===== config.mk =====
export PLATFORM = sky130hd
export DESIGN_NAME = vec_addr_seq
export DESIGN_NICKNAME = d
export VERILOG_FILES = /design/src/rtl/vas_pkg.sv /design/src/rtl/vas_next.sv /design/src/rtl/vas_fsm.sv /design/src/rtl/vec_addr_seq.sv
export SDC_FILE = /design/constraint.sdc
export NUM_CORES = 1
export LEC_CHECK = 0
export CORE_UTILIZATION = 26
export DETAILED_ROUTE_END_ITERATION = 12
export PLACE_DENSITY = 0.62
export SLEW_MARGIN = 15
export SYNTH_ARGS = -nofsm -noshare
export SYNTH_HDL_FRONTEND = slang
export SYNTH_SLANG_ARGS = --single-unit

===== constraint.sdc =====
create_clock -name clk -period 3.6 [get_ports clk]
set_clock_uncertainty 0.15 [all_clocks]
set_input_delay 0.9 -clock clk [delete_from_list [all_inputs] [get_ports clk]]
set_output_delay 0.9 -clock clk [all_outputs]
set_load 0.02 [all_outputs]

===== src/rtl/vas_pkg.sv =====
// Shared types for the vector address sequencer.
package vas_pkg;
    typedef enum logic [1:0] {
        ST_IDLE  = 2'b00,
        ST_RUN   = 2'b01,
        ST_PAUSE = 2'b10,
        ST_DONE  = 2'b11
    } seq_st_e;

    typedef enum logic [1:0] {
        MD_ONCE  = 2'b00,
        MD_WRAP  = 2'b01,
        MD_RANGE = 2'b10,
        MD_RSVD  = 2'b11
    } seq_md_e;
endpackage


===== src/rtl/vas_next.sv =====
// Successor-address function of the sequencer.
// Computes the address that follows cur for the selected mode. pass_end flags
// the last location of a single pass. Purely combinational; it assumes that the
// caller applies the result only on an enabled step.
module vas_next #(
    parameter int ADDR_W = 12
) (
    input  logic [ADDR_W-1:0] cur,
    input  vas_pkg::seq_md_e  mode,
    input  logic [ADDR_W-1:0] loop_lo,
    input  logic [ADDR_W-1:0] loop_hi,
    input  logic [ADDR_W-1:0] mem_last,
    output logic [ADDR_W-1:0] nxt,
    output logic              pass_end
);
    import vas_pkg::*;

    localparam logic [ADDR_W-1:0] ONE = ADDR_W'(1);

    // Select the wrap target per mode, otherwise increment.
    always_comb begin
        nxt      = cur + ONE;
        pass_end = 1'b0;
        case (mode)
            MD_RANGE: if (cur == loop_hi)  nxt = loop_lo;
            MD_WRAP:  if (cur == mem_last) nxt = '0;
            default:  pass_end = (cur == mem_last);
        endcase
    end
endmodule


===== src/rtl/vas_fsm.sv =====
// Run-state controller of the sequencer.
// Tracks idle/run/paused/done. It accepts a start only from idle with a sound
// configuration and records a refused start in cfg_err. Abort wins over all
// other requests. It assumes that brk_hit and pass_end describe the address
// about to be presented.
module vas_fsm (
    input  logic             clk,
    input  logic             rst_n,
    input  logic             start,
    input  logic             resume,
    input  logic             abort,
    input  logic             step_en,
    input  logic             cfg_bad,
    input  logic             brk_hit,
    input  logic             brk_pause,
    input  logic             pass_end,
    output vas_pkg::seq_st_e state,
    output logic             accept,
    output logic             cfg_err
);
    import vas_pkg::*;

    seq_st_e state_d;

    // A start is taken only in idle, without abort, with a valid window.
    assign accept = (state == ST_IDLE) && start && !abort && !cfg_bad;

    // Next-state selection.
    always_comb begin
        state_d = state;
        case (state)
            ST_IDLE:  if (accept) state_d = ST_RUN;
            ST_RUN:   if (step_en) begin
                          if (pass_end)     state_d = ST_DONE;
                          else if (brk_hit) state_d = brk_pause ? ST_PAUSE : ST_DONE;
                      end
            ST_PAUSE: if (resume) state_d = ST_RUN;
            default:  state_d = ST_DONE;
        endcase
        if (abort) state_d = ST_IDLE;
    end

    // State register.
    always_ff @(posedge clk) begin
        if (!rst_n) state <= ST_IDLE;
        else        state <= state_d;
    end

    // Error flag: updated on every start seen in idle.
    always_ff @(posedge clk) begin
        if (!rst_n)
            cfg_err <= 1'b0;
        else if (state == ST_IDLE && start && !abort)
            cfg_err <= cfg_bad;
    end


    abort_idle_chk: assert property (@(posedge clk) disable iff (!rst_n)
        abort |=> state == ST_IDLE);


    bad_start_chk: assert property (@(posedge clk) disable iff (!rst_n)
        (state == ST_IDLE && start && !abort && cfg_bad) |=> (state == ST_IDLE && cfg_err));


    pause_hold_chk: assert property (@(posedge clk) disable iff (!rst_n)
        (state == ST_PAUSE && !resume && !abort) |=> state == ST_PAUSE);
endmodule


===== src/rtl/vec_addr_seq.sv =====
// Vector memory address sequencer (top).
// Holds the next-address pointer and the presented address. On each enabled
// step in the run state it presents the pointer and advances it through
// vas_next. Configuration inputs are assumed stable during a run.
module vec_addr_seq #(
    parameter int ADDR_W = 12
) (
    input  logic              clk,
    input  logic              rst_n,
    input  logic              step_en,
    input  logic              start,
    input  logic              resume,
    input  logic              abort,
    input  logic [1:0]        mode,
    input  logic [ADDR_W-1:0] loop_lo,
    input  logic [ADDR_W-1:0] loop_hi,
    input  logic              brk_en,
    input  logic              brk_pause,
    input  logic [ADDR_W-1:0] brk_addr,
    input  logic [ADDR_W-1:0] mem_last,
    output logic [ADDR_W-1:0] addr,
    output logic              addr_vld,
    output logic              running,
    output logic              paused,
    output logic              done,
    output logic              cfg_err
);
    import vas_pkg::*;

    seq_md_e           md;
    seq_st_e           state;
    logic [ADDR_W-1:0] ptr;
    logic [ADDR_W-1:0] ptr_nxt;
    logic              pass_end;
    logic              accept;
    logic              cfg_bad;
    logic              brk_hit;
    logic              adv;

    assign md      = seq_md_e'(mode);
    assign cfg_bad = (md == MD_RANGE) && (loop_lo > loop_hi);
    assign brk_hit = brk_en && (ptr == brk_addr);
    assign adv     = (state == ST_RUN) && step_en && !abort;

    vas_next #(.ADDR_W(ADDR_W)) u_next (
        .cur      (ptr),
        .mode     (md),
        .loop_lo  (loop_lo),
        .loop_hi  (loop_hi),
        .mem_last (mem_last),
        .nxt      (ptr_nxt),
        .pass_end (pass_end)
    );

    vas_fsm u_fsm (
        .clk       (clk),
        .rst_n     (rst_n),
        .start     (start),
        .resume    (resume),
        .abort     (abort),
        .step_en   (step_en),
        .cfg_bad   (cfg_bad),
        .brk_hit   (brk_hit),
        .brk_pause (brk_pause),
        .pass_end  (pass_end),
        .state     (state),
        .accept    (accept),
        .cfg_err   (cfg_err)
    );

    // Pointer: loaded with the first address on start, advanced on each step.
    always_ff @(posedge clk) begin
        if (!rst_n)      ptr <= '0;
        else if (accept) ptr <= (md == MD_RANGE) ? loop_lo : '0;
        else if (adv)    ptr <= ptr_nxt;
    end

    // Presented address and its strobe.
    always_ff @(posedge clk) begin
        if (!rst_n) begin
            addr     <= '0;
            addr_vld <= 1'b0;
        end else begin
            addr_vld <= adv;
            if (adv) addr <= ptr;
        end
    end

    assign running = (state == ST_RUN);
    assign paused  = (state == ST_PAUSE);
    assign done    = (state == ST_DONE);


    vld_source_chk: assert property (@(posedge clk) disable iff (!rst_n)
        addr_vld |-> $past(running && step_en));


    hold_addr_chk: assert property (@(posedge clk) disable iff (!rst_n)
        !addr_vld |-> $stable(addr));


    range_wrap_chk: assert property (@(posedge clk) disable iff (!rst_n)
        (running && step_en && !abort && md == MD_RANGE && ptr == loop_hi)
        |=> ptr == $past(loop_lo));


    status_onehot_chk: assert property (@(posedge clk) disable iff (!rst_n)
        $onehot0({running, paused, done}));
endmodule


==> results.py, run 1 <==
metrics = {
    "synthesis": {
        "ys.flop_type": "dfxtp_1",
        "synthMuxAreaShare_pct": 0.903,
        "ys_ff_latch": 28,
        "synth_compound_area_share_pct": 23.3,
        "synth_xor_area_share_pct": 17.1,
        "netlist_area_um2": 2350,
        "yosysWarnings": 0,
        "synth-simple-area-share_pct": 19.9,
        "async_flop_share_pct": 0,
        "synthCells": 310,
        "yosys.area_share.adder_pct": 7.97,
        "synth_edf_count": 0,
        "seq_area_frac_synth_pct": 23.8,
        "syn-num-nets": 383,
        "yosysUniqueCellTypes": 41,
        "synth_top_family_by_area": "compound AO/OA/AOI/OAI gates",
        "avgSynthCellArea_um2": 7.60,
    },
    "finish": {
        "design_area_um2": 3270,
        "fin_util_pct": 37.3,
        "drive_gt1_share_pct": 4.32,
        "num_antenna_cells": 0,
        "area_growth_syn_to_layout_pct": 38.7,
        "mostFrequentLayoutCells": "clkdlybuf4s50_1, nand2_1, xnor2_1",
        "final_common_cell": "clkdlybuf4s50_1",
        "num-nets-final": 444,
    },
    "timing": {
        "finalHoldViolations": 0,
        "finalCriticalPeriod_ns": 3.23,
        "slew_headroom_pct": 55.3,
        "worst_pin_slew_ns": 0.671,
        "finalSetupViolCount": 0,
        "fmax_mhz": 309,
        "rsz0062_at_grt": "no",
        "worst_slack_ns": 0.368,
        "period_share_pct": 89.8,
        "tns_ns": 0,
        "drv_slew": 0,
    },
    "clock_network": {
        "cts_root_buffer": "clkbuf_8",
        "cts_resized": 0,
        "clk_path_buf_depth": 2,
        "cts.sinks": 28,
        "ctsHtreeMaxLevel": 1,
        "path_clk_slew_ns": 0.10,
        "postCtsSetupBuffers": 0,
        "clkLatencyLatePin_ns": 0.27,
        "cts_buffers": 3,
        "hold_buffers": 0,
        "cts_tree": "yes",
    },
    "worst_setup_path": {
        "worstPathRequired_ns": 3.62,
        "arrival_ns": 3.25,
        "critPathKind": "primary input to flip-flop",
        "crit_fanout": 11,
        "endpoint_kind": "flip-flop",
        "startpoint_type": "primary input",
    },
    "routing": {
        "ant_nets": 0,
        "post-route-drc-count": 0,
        "drt_first_pass_iters": 5,
        "drt-initial-drc-count": 109,
        "wl_um": 6900,
        "dr_total_vias": 2391,
        "wl_per_cell_um": 14.4,
        "viasPerCell": 5.00,
    },
    "pwr": {
        "leakage_nw": 1.21,
        "power_density_nw_per_um2": 255,
        "peakVddDrop_mv": 0.117,
    },
    "global_routing": {
        "grtUsageTotal_pct": 14.4,
        "gr-total-overflow": 0,
        "grt_pass1_vias": 2315,
        "grt_max_degree": 31,
        "grt_pass1_wl_um": 11400,
        "antenna_found_initial": 0,
    },
    "placement": {
        "globalplace.congestion": 0.891,
        "io_buffers": 74,
        "pre_cts_ws_ns": 0.150,
        "place_area_um2": 3190,
        "hpwlAfterDp_um": 5590,
    },
    "die": {
        "initial_core_util_pct": 26.9,
        "core_um2": 8760,
        "rows": 34,
        "fp.dieW_um": 97.2,
        "fp.dieH_um": 97.2,
        "pin_count": 75,
        "die_area_um2": 9440,
    },
    "min_path": {
        "hp-class": "flip-flop to flip-flop",
    },
    "status": {
        "outcome": "finished, final reports clean",
    },
    "run": {
        "maxCapViolations": 0,
    },
}
## final timing paths
path | start | end | slack (ns) | cells after the start
max reg2reg | ptr[2] | ptr[11] | 1.20 | 7
max | loop_hi[10] | ptr[1] | 0.37 | 10
min | addr[9] | addr[9] | 0.32 | 2
min reg2reg | addr[9] | addr[9] | 0.32 | 2
## synth_stat cells (3+ instances only)
cell       n  area (µm²)
dfxtp_1   28         561
buf_2      4        20.0
nand3_1   14        70.1
o21ai_0   16        80.1
nor2_1     8        30.0
a21oi_1    8        40.0
a21boi_0  13        97.6
nor2b_1    5        31.3
and2_1     4        25.0
xnor2_1   33         289
a211oi_1  19         143
inv_1     17        63.8
clkbuf_1  21        78.8
a22oi_1    9        67.6
and3_1     5        31.3
nor3_1     3        15.0
ha_1      15         188
nor4_1     3        18.8
nand4_1    9        56.3
nand2_1   39         146
xor2_1    13         114
## metrics by stage
step / total power [mW] / instances / hold WS (ns)
floorplan: 0.482 / 310 / 0.360
global placement: 0.589 / 474 / 0.304
detailed placement: 0.593 / 474 / 0.310
CTS: 0.839 / 478 / 0.324
global route: 0.878 / 478 / 0.336
finish: 0.833 / 478 / 0.321
## per-layer routing
metal / track usage, % / vias up / share of wire [%]
met2: 22.8 / 93 / 42
met5: 0 / - / 0
met1: 21.0 / 1086 / 51
li1: - / 1204 / -
met4: 3.56 / 0 / 0.91
met3: 1.29 / 8 / 5.6
## power breakdown
part / switching (mW) / internal, mW / total, mW
logic: 0.0982 / 0.135 / 0.233
registers: 0.0332 / 0.321 / 0.354
clock network: 0.0963 / 0.149 / 0.245
## area by class of cell
cell class / count / area [µm²]
Timing Repair Buffer: 82 / 801
Tap cell: 108 / 135
Inverter: 17 / 63.8
Sequential cell: 28 / 561
Fill cell: 909 / 5500
Clock buffer: 3 / 41.3
Multi-Input combinational cell: 239 / 1630
Clock inverter: 1 / 30.0
## flip-flops by register name, summed over array words and instances (netlist names)
name and count:
addr 12, ptr 12, u_fsm.state 2, addr_vld 1, u_fsm.cfg_err 1
## critical path, stage by stage
cell and delay (ns):
clkdlybuf4s50_1 0.50, inv_1 0.06, ha_1 0.31, a21oi_1 0.18
nand2_1 0.07, a21o_1 0.19, o311ai_1 0.42, buf_4 0.25
a21oi_1 0.09, a221o_1 0.27
## cells by family (layout without fill, tap and decap cells)
kind of cell    after synthesis  after routing
xor+xnor                     46             46
fa+ha+maj                    15             15
simple gates                 96             96
mux                           2              2
flops                        28             28
buf+inv                      43            103
compound gates               80             80
Power figures use the tool's default switching activity.
==> inputs of run 2 (changes only) <==
==> constraint.sdc (replaced) <==
create_clock -name clk -period 3.13 [get_ports clk]
set_clock_uncertainty 0.15 [all_clocks]
set_input_delay 0.7825 -clock clk [delete_from_list [all_inputs] [get_ports clk]]
set_output_delay 0.7825 -clock clk [all_outputs]
set_load 0.02 [all_outputs]
==> run 2 against run 1 <==
Hold slack got worse by 0.0055 ns. Sequential share of layout area decreased by 0.42 points. Power increased by 5.8%. Sequential power increased by 15%. Utilization increased by 0.94 points. Clock power decreased by 22%. Non-clock buffer count increased by 15. Via count increased by 1.3%. Flip-flop and latch count unchanged. Design area increased by 2.5%. Die area unchanged. Largest cell class unchanged. Largest power group unchanged. Highest routed layer unchanged.
==> results.py, run 2 (synthesis results as in run 1) <==
metrics = {
    "status": {
        "outcome": "finished, final reports clean",
    },
    "timing": {
        "drv_slew": 0,
        "rsz0062_at_grt": "no",
        "slew_headroom_pct": 48.4,
        "finalCriticalPeriod_ns": 3.03,
        "finalSetupViolCount": 0,
        "worst_slack_ns": 0.0992,
        "period_share_pct": 96.8,
        "worst_pin_slew_ns": 0.773,
        "fmax_mhz": 330,
        "finalHoldViolations": 0,
    },
    "clock_network": {
        "ctsHtreeMaxLevel": 1,
        "hold_buffers": 0,
        "cts_tree": "yes",
        "cts.sinks": 28,
        "clk_path_buf_depth": 2,
        "path_clk_slew_ns": 0.09,
        "cts_resized": 0,
        "postCtsSetupBuffers": 0,
        "cts_root_buffer": "clkbuf_8",
        "cts_buffers": 3,
        "clkLatencyLatePin_ns": 0.27,
    },
    "routing": {
        "wl_per_cell_um": 14.5,
        "topRoutingLayerUsed": "met4",
        "drt_first_pass_iters": 4,
        "ant_nets": 0,
        "drt-initial-drc-count": 197,
        "met2_length_um": 3120,
        "wl_met3_um": 326,
        "wl_um": 7160,
        "dr_total_vias": 2421,
        "met1Wirelength_um": 3680,
        "post-route-drc-count": 0,
        "viasPerCell": 4.92,
    },
    "global_routing": {
        "grt_max_degree": 31,
        "gr-total-overflow": 0,
        "grtUsageTotal_pct": 14.7,
        "grt_pass1_wl_um": 11600,
        "grt_pass1_vias": 2340,
        "antenna_found_initial": 0,
    },
    "placement": {
        "io_buffers": 74,
        "hpwlAfterDp_um": 5750,
        "pre_cts_ws_ns": -0.133,
        "placedCellCount": 489,
        "globalplace.congestion": 0.927,
        "place_area_um2": 3310,
    },
    "worst_setup_path": {
        "endpoint_kind": "flip-flop",
        "crit_fanout": 10,
        "worstPathRequired_ns": 3.16,
        "arrival_ns": 3.06,
        "critPathKind": "primary input to flip-flop",
        "startpoint_type": "primary input",
        "crit_start": "loop_hi[10]",
        "r2r_start": "ptr[7]",
    },
    "finish": {
        "mostFrequentLayoutCells": "clkdlybuf4s50_1, nand2_1, xnor2_1",
        "num_antenna_cells": 0,
        "top_regs": "addr (12), ptr (12), u_fsm.state (2)",
        "num-nets-final": 459,
        "design_area_um2": 3350,
        "multi_input_area_um2": 1630,
        "drive_gt1_share_pct": 7.81,
        "instances_no_fill": 492,
        "area_growth_syn_to_layout_pct": 42.2,
        "final_common_cell": "clkdlybuf4s50_1",
        "fill_cells": 912,
        "seq_area_um2": 561,
    },
    "die": {
        "fp.dieW_um": 97.2,
        "initial_core_util_pct": 26.9,
        "die_area_um2": 9440,
        "pin_count": 75,
        "fp.dieH_um": 97.2,
        "rows": 34,
        "core_um2": 8760,
    },
    "pwr": {
        "pwr-share-seq_pct": 46.2,
        "power_density_nw_per_um2": 263,
        "design_power_total_mw": 0.881,
        "leakage_nw": 1.27,
        "pwr-share-comb_pct": 32.0,
        "p_sw_share_pct": 29.5,
        "peakVddDrop_mv": 0.148,
        "p_int_mw": 0.622,
        "p_clk_share_pct": 21.7,
        "p_switching_mw": 0.260,
    },
    "run": {
        "maxCapViolations": 0,
    },
    "min_path": {
        "hp-class": "flip-flop to flip-flop",
        "hold_start": "addr[8]",
    },
}
==> run 2: changes by cell type in the layout (fill, tap and decap cells not counted), sizes merged <==
| cell | before | now |
|---|---|---|
| bufinv | 1 | 0 |
| buf | 8 | 23 |
==> run 2: worst paths after layout <==
check             slack [ns]  endpoint  cells after the start
setup / recovery         0.1    ptr[7]                     10
hold / removal          0.32   addr[8]                      2
setup reg to reg        0.76   ptr[11]                      7
hold reg to reg         0.32   addr[8]                      2
==> run 2: critical path, stage by stage <==
cell and delay, ns:
clkdlybuf4s50_1 0.49, inv_1 0.05, ha_1 0.31, a21oi_1 0.16
nand2_1 0.06, a21o_1 0.18, o311ai_1 0.44, buf_4 0.26
a211oi_1 0.09, a211oi_1 0.23
==> run 2: cell type report <==
cell class / instances / area share (%)
Clock buffer: 3 / 1.23
Inverter: 17 / 1.91
Multi-Input combinational cell: 239 / 48.8
Sequential cell: 28 / 16.7
Tap cell: 108 / 4.04
Timing Repair Buffer: 97 / 27.3
==> run 2: power groups by stage <==
stage / Combinational [mW] / Sequential [mW] / Clock, mW
2_1_floorplan: 0.172 / 0.382 / 0
3_3_place_gp: 0.276 / 0.414 / 0
3_5_place_dp: 0.282 / 0.415 / 0
4_1_cts: 0.284 / 0.407 / 0.198
5_1_grt: 0.310 / 0.411 / 0.214
6_report: 0.282 / 0.408 / 0.191
==> run 2: metal layers <==
metal | GRT usage, % | vias to the layer above
met4 | 2.41 | 0
met2 | 22.8 | 79
li1 | - | 1234
met3 | 1.22 | 2
met5 | 0 | -
met1 | 22.3 | 1106
==> run 2: metrics by stage <==
stage,setup TNS (ns),utilization [%],hold slack [ns]
finish,0,38.2,0.315
global route,0,38.2,0.352
CTS,0,38.2,0.320
detailed placement,-1.06,37.7,0.307
global placement,-0.433,37.7,0.301
floorplan,0,-,0.360
